==> src/rtl/uctl_acc.sv <==
module uctl_acc #(
  parameter int DW  = 8,
  parameter int AW  = 5,
  parameter int UAW = 8
) (
  input  logic          clk,
  input  logic          rst_n,
  output logic [AW-1:0] mem_addr,
  output logic          mem_we,
  output logic [DW-1:0] mem_wdata,
  input  logic [DW-1:0] mem_rdata,
  output logic [DW-1:0] acc_out,
  output logic          zero_out
);
  localparam int OPW = DW - AW;
  localparam int MW  = 16 + UAW;

  localparam logic [1:0] SQ_INC = 2'd0, SQ_JMP = 2'd1, SQ_BRZ = 2'd2, SQ_DSP = 2'd3;
  localparam logic [2:0] ALU_PASS = 3'b000, ALU_ADD = 3'b001, ALU_AND = 3'b010;
  localparam logic [8:0] C_SA = 9'h100, C_SB = 9'h080, C_AO = 9'h040, C_AL = 9'h020,
                         C_WE = 9'h010, C_WD = 9'h008, C_IR = 9'h004, C_PI = 9'h002,
                         C_PL = 9'h001;
  localparam logic [UAW-1:0] U_DISP = UAW'(2), U_NOP = UAW'(14);

  function automatic logic [MW-1:0] mw(input logic [1:0] sq, input logic [UAW-1:0] nx,
                                       input logic [1:0] wt, input logic [2:0] op,
                                       input logic [8:0] ctl);
    return {sq, nx, wt, op, ctl};
  endfunction

  function automatic logic [MW-1:0] ucode(input logic [UAW-1:0] a);
    case (int'(a))
      0:  return mw(SQ_INC, '0, 2'd0, ALU_PASS, 9'h000);
      1:  return mw(SQ_INC, '0, 2'd0, ALU_PASS, C_IR | C_PI);
      2:  return mw(SQ_DSP, '0, 2'd0, ALU_PASS, 9'h000);
      3:  return mw(SQ_INC, '0, 2'd0, ALU_PASS, C_AO);
      4:  return mw(SQ_JMP, '0, 2'd1, ALU_ADD,  C_AO | C_SB | C_AL);
      5:  return mw(SQ_INC, '0, 2'd0, ALU_PASS, C_AO);
      6:  return mw(SQ_JMP, '0, 2'd2, ALU_ADD,  C_AO | C_SA | C_SB | C_AL);
      7:  return mw(SQ_INC, '0, 2'd0, ALU_PASS, C_AO);
      8:  return mw(SQ_JMP, '0, 2'd1, ALU_AND,  C_AO | C_SA | C_SB | C_AL);
      9:  return mw(SQ_JMP, '0, 2'd0, ALU_PASS, C_AO | C_WE | C_WD);
      10: return mw(SQ_JMP, '0, 2'd0, ALU_PASS, C_PL);
      11: return mw(SQ_BRZ, UAW'(13), 2'd0, ALU_PASS, 9'h000);
      12: return mw(SQ_JMP, '0, 2'd0, ALU_PASS, 9'h000);
      13: return mw(SQ_JMP, '0, 2'd0, ALU_PASS, C_PL);
      default: return mw(SQ_JMP, '0, 2'd0, ALU_PASS, 9'h000);
    endcase
  endfunction

  function automatic logic [UAW-1:0] dispatch(input logic [OPW-1:0] op);
    case (int'(op))
      0: return UAW'(3);
      1: return UAW'(5);
      2: return UAW'(7);
      3: return UAW'(9);
      4: return UAW'(10);
      5: return UAW'(11);
      default: return U_NOP;
    endcase
  endfunction

  logic [UAW-1:0] upc, nupc;
  logic [1:0]     cnt;
  logic [AW-1:0]  pc;
  logic [DW-1:0]  ir, acc, in1, in2, alu;
  logic           zero;
  logic [MW-1:0]  uw;

  assign uw = ucode(upc);
  wire [1:0]     sq  = uw[MW-1 -: 2];
  wire [UAW-1:0] nx  = uw[MW-3 -: UAW];
  wire [1:0]     wt  = uw[13:12];
  wire [2:0]     aop = uw[11:9];
  wire fin   = (cnt == wt);
  wire acc_w = uw[5] & fin;
  wire [OPW-1:0] opc = ir[DW-1:AW];

  assign in1       = uw[8] ? acc : '0;
  assign in2       = uw[7] ? mem_rdata : '0;
  assign mem_addr  = uw[6] ? ir[AW-1:0] : pc;
  assign mem_we    = uw[4] & fin;
  assign mem_wdata = uw[3] ? acc : '0;
  assign acc_out   = acc;
  assign zero_out  = zero;

  always_comb begin
    case (aop)
      ALU_PASS: alu = in1;
      ALU_ADD:  alu = in1 + in2;
      ALU_AND:  alu = in1 & in2;
      default:  alu = '0;
    endcase
    case (sq)
      SQ_INC:  nupc = upc + 1'b1;
      SQ_JMP:  nupc = nx;
      SQ_BRZ:  nupc = zero ? nx : upc + 1'b1;
      default: nupc = dispatch(opc);
    endcase
  end

  always_ff @(posedge clk) begin
    if (!rst_n) begin
      upc <= '0; cnt <= '0; pc <= '0; ir <= '0; acc <= '0; zero <= 1'b1;
    end else if (!fin) begin
      cnt <= cnt + 1'b1;
    end else begin
      cnt <= '0;
      upc <= nupc;
      if (uw[2]) ir <= mem_rdata;
      if (uw[0]) pc <= ir[AW-1:0];
      else if (uw[1]) pc <= pc + 1'b1;
      if (acc_w) begin
        acc  <= alu;
        zero <= (alu == '0);
      end
    end
  end

  a_r4_acc_hold: assert property (@(posedge clk) disable iff (!rst_n) !fin |=> $stable(acc));
  a_r8_zero_flag: assert property (@(posedge clk) disable iff (!rst_n)
    acc_w |=> (zero == (acc == '0)));
  a_r3_store_data: assert property (@(posedge clk) disable iff (!rst_n)
    mem_we |-> (mem_wdata == acc));
  a_r9_undef_nop: assert property (@(posedge clk) disable iff (!rst_n)
    (upc == U_DISP && int'(opc) > 5) |=> (upc == U_NOP));
  a_r2_pc_step: assert property (@(posedge clk) disable iff (!rst_n)
    (fin && uw[1] && !uw[0]) |=> (pc == $past(pc) + 1'b1));
endmodule

==> config.mk <==
export PLATFORM = sky130hd
export DESIGN_NAME = uctl_acc
export DESIGN_NICKNAME = d
export VERILOG_FILES = /design/src/rtl/uctl_acc.sv
export SDC_FILE = /design/constraint.sdc
export NUM_CORES = 1
export LEC_CHECK = 0
export BUFFER_PORTS_ARGS = -buffer_cell sky130_fd_sc_hd__buf_2
export CAP_MARGIN = 25
export CELL_PAD_IN_SITES_DETAIL_PLACEMENT = 2
export CELL_PAD_IN_SITES_GLOBAL_PLACEMENT = 2
export CORE_MARGIN = 2
export CORE_UTILIZATION = 38
export CTS_CLUSTER_DIAMETER = 40
export DETAILED_ROUTE_END_ITERATION = 8
export GPL_ROUTABILITY_DRIVEN = 0
export HOLD_SLACK_MARGIN = 0.15
export PLACE_DENSITY_LB_ADDON = 0.1
export SLEW_MARGIN = 20
export SYNTH_ARGS = -nofsm -noshare
export SYNTH_HDL_FRONTEND = slang
export SYNTH_SLANG_ARGS = --single-unit
==> constraint.sdc <==
create_clock -name clk -period 8.7 [get_ports clk]
set_input_delay 0.435 -clock clk [delete_from_list [all_inputs] [get_ports clk]]
set_output_delay 0.435 -clock clk [all_outputs]
set_load 0.02 [all_outputs]
# Yosys cells after proc, flatten, opt, wreduce, memory -nomap -nowiden
# Memories as Yosys holds them, arrays and structs flattened. A register that Yosys moved wholly into a read port is not among the register bits.
# Index checks and enable logic that the tools add are counted.
# classes
addsub,4
n_reduce_logical,10
muxes,13
eq_ne,10
bitwise_logic,4
# op_table
cell,count
one-hot mux 8 bit (3 select lines),2
2-to-1 mux 8 bit,4
2-to-1 mux 24 bit,1
one-hot mux 4 bit (6 select lines),1
2-to-1 mux 5 bit,3
"== test 3 x 2 -> 1 bit, second input constant",3
"adder 8 x 1 -> 8 bit, second input constant",1
adder 8 bit,1
bitwise AND 8 bit,1
zero test 8 bit,1
2-to-1 mux 4 bit,2
"== test 3 x 1 -> 1 bit, second input constant",2
"== test 3 bit, second input constant",2
zero test 3 bit,2
AND reduction 2 bit,3
"adder 5 x 1 -> 5 bit, second input constant",1
zero test 4 bit,1
"adder 2 x 1 -> 2 bit, second input constant",1
bitwise AND 1 bit,2
"== test 2 x 1 -> 1 bit, second input constant",1
== test 2 bit,1
"== test 2 bit, second input constant",1
zero test 2 bit,1
nonzero test 2 bit,1
2 further kinds,2
# word_totals
reg_bits,32
memories,1
input_bits,10
out_inout_bits,23
mem_bits_ro,288
# memory_table
name,depth,word_bits,read_ports,rd_ports_with_merged_regs,wr,line_no,rtl
(no name shown),16,18,1,1,0,32,case (int'(a))

# Longest topological paths before layout
# logic_depth
word_depth,6
mapped_depth,13
mapped_depth_nobuf,10

# Least setup slack after synthesis
# OpenSTA, ideal clock, no wires.
# synth_path
path_type,register to register
from,register upc[4]
to,"register acc[5], in the netlist acc_out[5]"
path_slack_ns,5.616
n_path_buf,3
t_required_ns,8.614
arrival_ns,2.999
setup_time_ns,0.086
period_less_slack_ns,3.084
path_stages_with_launch,12
path_cell_list,dfxtp_1 > nor4_1 > buf_2 > clkbuf_1 > clkbuf_1 > and3_1 > ha_1 > a211oi_1 > o21ai_0 > and3_1 > o32a_1 > a211oi_1
# synth_via
elab_chain_cells,5
word_cells_on_any_way,13
classes_between,1 x add/sub; 3 x eq/ne; 4 x mux; 2 x bitwise; 3 x reduce/logical
# synth_rtl
item,line_no,rtl
"start, declared",63,"logic [UAW-1:0] upc, nupc;"
"start signal, assigned",109,upc <= nupc;
zero test 4 bit (*),32,
2-to-1 mux 24 bit (*),32,
2-to-1 mux 8 bit (tied with other cells),79,assign in1 = uw[8] ? acc : '0;
adder 8 bit (tied with other cells),90,ALU_ADD: alu = in1 + in2;
one-hot mux 8 bit (3 select lines) / AND reduction 2 bit (equally long branches),--,
"end signal, assigned",114,acc <= alu;
"end, declared",66,"logic [DW-1:0] ir, acc, in1, in2, alu;"
# Every way passes the cells marked *; elsewhere a longest branch is shown, timed or not.
# A chain may end at the register's enable or synchronous reset.

# Worst setup path in the final report
# layout_path
from,register upc[4]
to,"register zero, in the netlist zero_out"
# layout_via
elab_chain_cells,6
word_cells_on_any_way,14
classes_between,1 x add/sub; 3 x eq/ne; 4 x mux; 2 x bitwise; 4 x reduce/logical
# layout_rtl
item,line_no,rtl
zero test 4 bit (*),32,
2-to-1 mux 24 bit (*),32,
"2-to-1 mux 8 bit, on equally long branches","79, 80",
adder 8 bit / bitwise AND 8 bit (equally long branches),"90, 91",
one-hot mux 8 bit (3 select lines),88,case (aop)
zero test 8 bit,115,zero <= (alu == '0);
"end signal, assigned",115,
"end, declared",67,logic zero;
# Marked as above.

==> key figures <==
Worst setup path
  • CP max-delay cell: dfxtp_1
  • Worst R2R Start: upc[4]
  • R2r worst-path depth: 11
  • CP Class: register to register
  • Max incr delay on CP: 0.42 ns
  • Worst EP arrival: 3.32 ns
  • Worst R2R Setup Slack: about 5.6 ns
  • CP Max Fanout: 38
  • Startpoint Class: register
  • Critical Path End Type: register
  • CP Cell Sequence: nor4_2 > buf_4 > and3_1 > ha_1 > fa_1 > a211oi_1 > o21ba_2 > o32ai_1 > nor4bb_1 > nand3_1 > o21ai_0
  • CP required: 8.93 ns
  • Worst reg2reg endpoint: zero_out

STA
  • Post-route setup slack: 5.61 ns
  • Total Negative Setup Slacks: 0 ns
  • Fin Clk Skew: 0.0125 ns
  • Number of setup violations in the final report: 0
  • Final Critical Period: 3.09 ns
  • Final Hold Violating Endpoints: 0
  • Slew Viols, Final: 0
  • Worst-margin pin slew: between 0.8 and 0.9 ns
  • Achievable frequency: roughly 0.32 GHz
  • Relative slew slack: 44.9%
  • Tcrit/Tclk final: 35.5%
  • WHS: 0.395 ns
  • Unrepaired setup endpoints after global routing: false

GRT
  • Largest net degree at the start of global routing: 39
  • Vias in the first global route: roughly 2600
  • Gr ovfl total: 0
  • First-pass GRT wire length: 13200 um
  • Global-route usage over all layers: a little over a fifth
  • Initial antenna violation count: 0

Status
  • Outcome: finished clean

Clock network
  • H-Tree Depth: 2
  • Bufs on Longest Clock Path: 2
  • Hold-fix buffers, CTS: 0
  • Setup bufs post-CTS: 0
  • CTS tree: yes
  • # clock sinks: 45
  • Cts repair resizes: 0
  • Clk slew on worst S/H paths: 0.09 ns
  • Clk root buf: clkbuf_8
  • Skew-Pair Late Insertion Delay: approximately 0.30 ns
  • CTS Buf Count: 5

Synthesis
  • Mapped Area: 0.00277 mm^2
  • Flip-flop and latch count after synthesis: 45
  • Syn nets: 350
  • Synth unique cells: 62
  • Synthesis Warnings: 0
  • Sequential share of the synthesized area: 32.5%
  • Post-synth EDFFs: 0
  • Post-Syn Instances: 329
  • Post-synthesis async set-or-reset flop share: 0%
  • Top FF cell, synth: dfxtp_1
  • Synthesized area per cell: between 8 and 9 um^2

Routing
  • DRT Pass-1 Iters: 4
  • Routed wire length: 8420 um
  • # DRC: 0
  • Post-route ant nets: 0
  • DR vias/cell: ~5.7
  • DR WL/cell: 18.6 um
  • Iteration-0 DRC Markers: 55
  • Vias: roughly 2600

Floorplanning
  • Io pins: 33
  • Num rows: 31
  • Die area: ~0.008 mm^2
  • Die width: between 80 and 90 um
  • Initial core utilization: 38.6%
  • Area of the core: 0.00718 mm^2
  • Die Y: 89.4 um

Hold path
  • Worst min path class: input port to register
  • Hold Crit Start: mem_rdata[4]
  • Worst Hold Path EP: ir[4]
  • WHS Path Cells: 3

Place
  • DP HPWL: ~6200 um
  • Area after DPL: around 0.003 mm^2
  • Post-Place Worst Slack: 5.62 ns
  • Placed cell count: 443
  • Port bufs: 32

Final layout
  • Most common cell after layout, fill and taps aside: dfxtp_1
  • Proportion of layout cells with a drive suffix above 1: about a fifth
  • Fin util: 43.1%
  • Final instance area: around 0.0031 mm^2
  • Area growth syn-to-layout: 11.6%
  • Number of diodes: 0
  • Nets: 373
  • Commonest cells after routing, fill and taps aside: 45 x dfxtp_1, 39 x nor2_1, 33 x buf_2
  • Fin cells: 452

Job
  • Maximum Capacitance Violations: 0

Pwr
  • Max VDD drop: 0.142 mV
  • Power Density: 273 mW/mm^2
  • Power Total: 0.846 mW
  • Leakage: 1.42 nW
where the power goes:
group          internal, mW  switching (mW)  total, mW  leakage, nW
logic                 0.150           0.211      0.361         1.00
clock network        0.0864          0.0765      0.163       0.0554
registers             0.249          0.0726      0.322        0.366
synth_stat cells (2+ instances only):
| cell | instances | share of area, % |
|---|---|---|
| a211oi_1 | 6 | 1.6 |
| a21o_1 | 2 | 0.54 |
| a21oi_1 | 28 | 5.1 |
| a22oi_1 | 2 | 0.54 |
| a31oi_1 | 3 | 0.68 |
| and3_1 | 29 | 6.5 |
| and3b_1 | 3 | 0.95 |
| buf_2 | 2 | 0.36 |
| buf_4 | 2 | 0.54 |
| buf_6 | 2 | 0.81 |
| clkbuf_1 | 12 | 1.6 |
| dfxtp_1 | 45 | 32 |
| ha_1 | 10 | 4.5 |
| inv_1 | 2 | 0.27 |
| mux2_2 | 5 | 2.0 |
| mux2i_1 | 12 | 4.3 |
| nand2_1 | 21 | 2.8 |
| nand2b_1 | 8 | 1.8 |
| nand3_1 | 8 | 1.4 |
| nand3b_1 | 4 | 1.1 |
| nor2_1 | 39 | 5.3 |
| nor2b_1 | 3 | 0.68 |
| nor3_1 | 7 | 1.3 |
| nor3_2 | 2 | 0.72 |
| nor3b_1 | 2 | 0.54 |
| o211a_1 | 3 | 1.1 |
| o211ai_1 | 2 | 0.54 |
| o21a_1 | 2 | 0.54 |
| o21ai_0 | 14 | 2.5 |
| o21ai_2 | 2 | 0.63 |
| o21ba_2 | 4 | 1.4 |
| o32a_1 | 2 | 0.72 |
| o32ai_1 | 2 | 0.63 |
| or2_2 | 5 | 1.1 |
| xnor2_1 | 3 | 0.95 |
| xor2_1 | 5 | 1.6 |
cell type report:
type	count	area (um^2)
fill	838	4080
multi-input combinational	263	1770
sequential	45	901
timing repair buffer	34	173
tap	99	124
clock buffer	6	72.6
clock inverter	2	38.8
inverter	3	11.3
critical path, delay by kind of cell (launching register included):
| family | cells | cell delay [ns] |
|---|---|---|
| flops | 1 | 0.42 |
| fa+ha+maj | 2 | 0.66 |
| buf+inv | 1 | 0.25 |
| compound gates | 4 | 0.83 |
| simple gates | 4 | 0.84 |
layer usage:
metal	vias up	wire [um]	GRT usage [%]
li1	1241	-	-
met1	1282	3990	28.5
met2	25	4230	37.6
met3	6	140	2.95
met4	0	60	4.48
met5	-	0	0
kinds of logic after synthesis:
logic type	Yosys count	synth area share (%)
muxes	17	6.36
DFF	45	32.5
and+or+nand+nor	139	27.1
adders and majority gates	11	5.23
xor gates and xnor gates	8	2.53
AOI/OAI and AO/OA	88	22.5
buffers and inverters	21	3.75
how the worst max path moves through the flow:
stage | slack (ns) | startpoint | cells past startpoint | endpoint
6_report | 5.61 | upc[4] | 11 | zero_out
4_1_cts | 5.60 | upc[4] | 11 | zero_out
5_1_grt | 5.32 | upc[4] | 10 | zero_out
2_1_floorplan | 5.62 | upc[4] | 11 | acc_out[5]
3_3_place_gp | 5.75 | upc[4] | 10 | acc_out[6]
3_5_place_dp | 5.62 | upc[4] | 11 | zero_out
No activity file was read; power rests on OpenSTA's default activity.
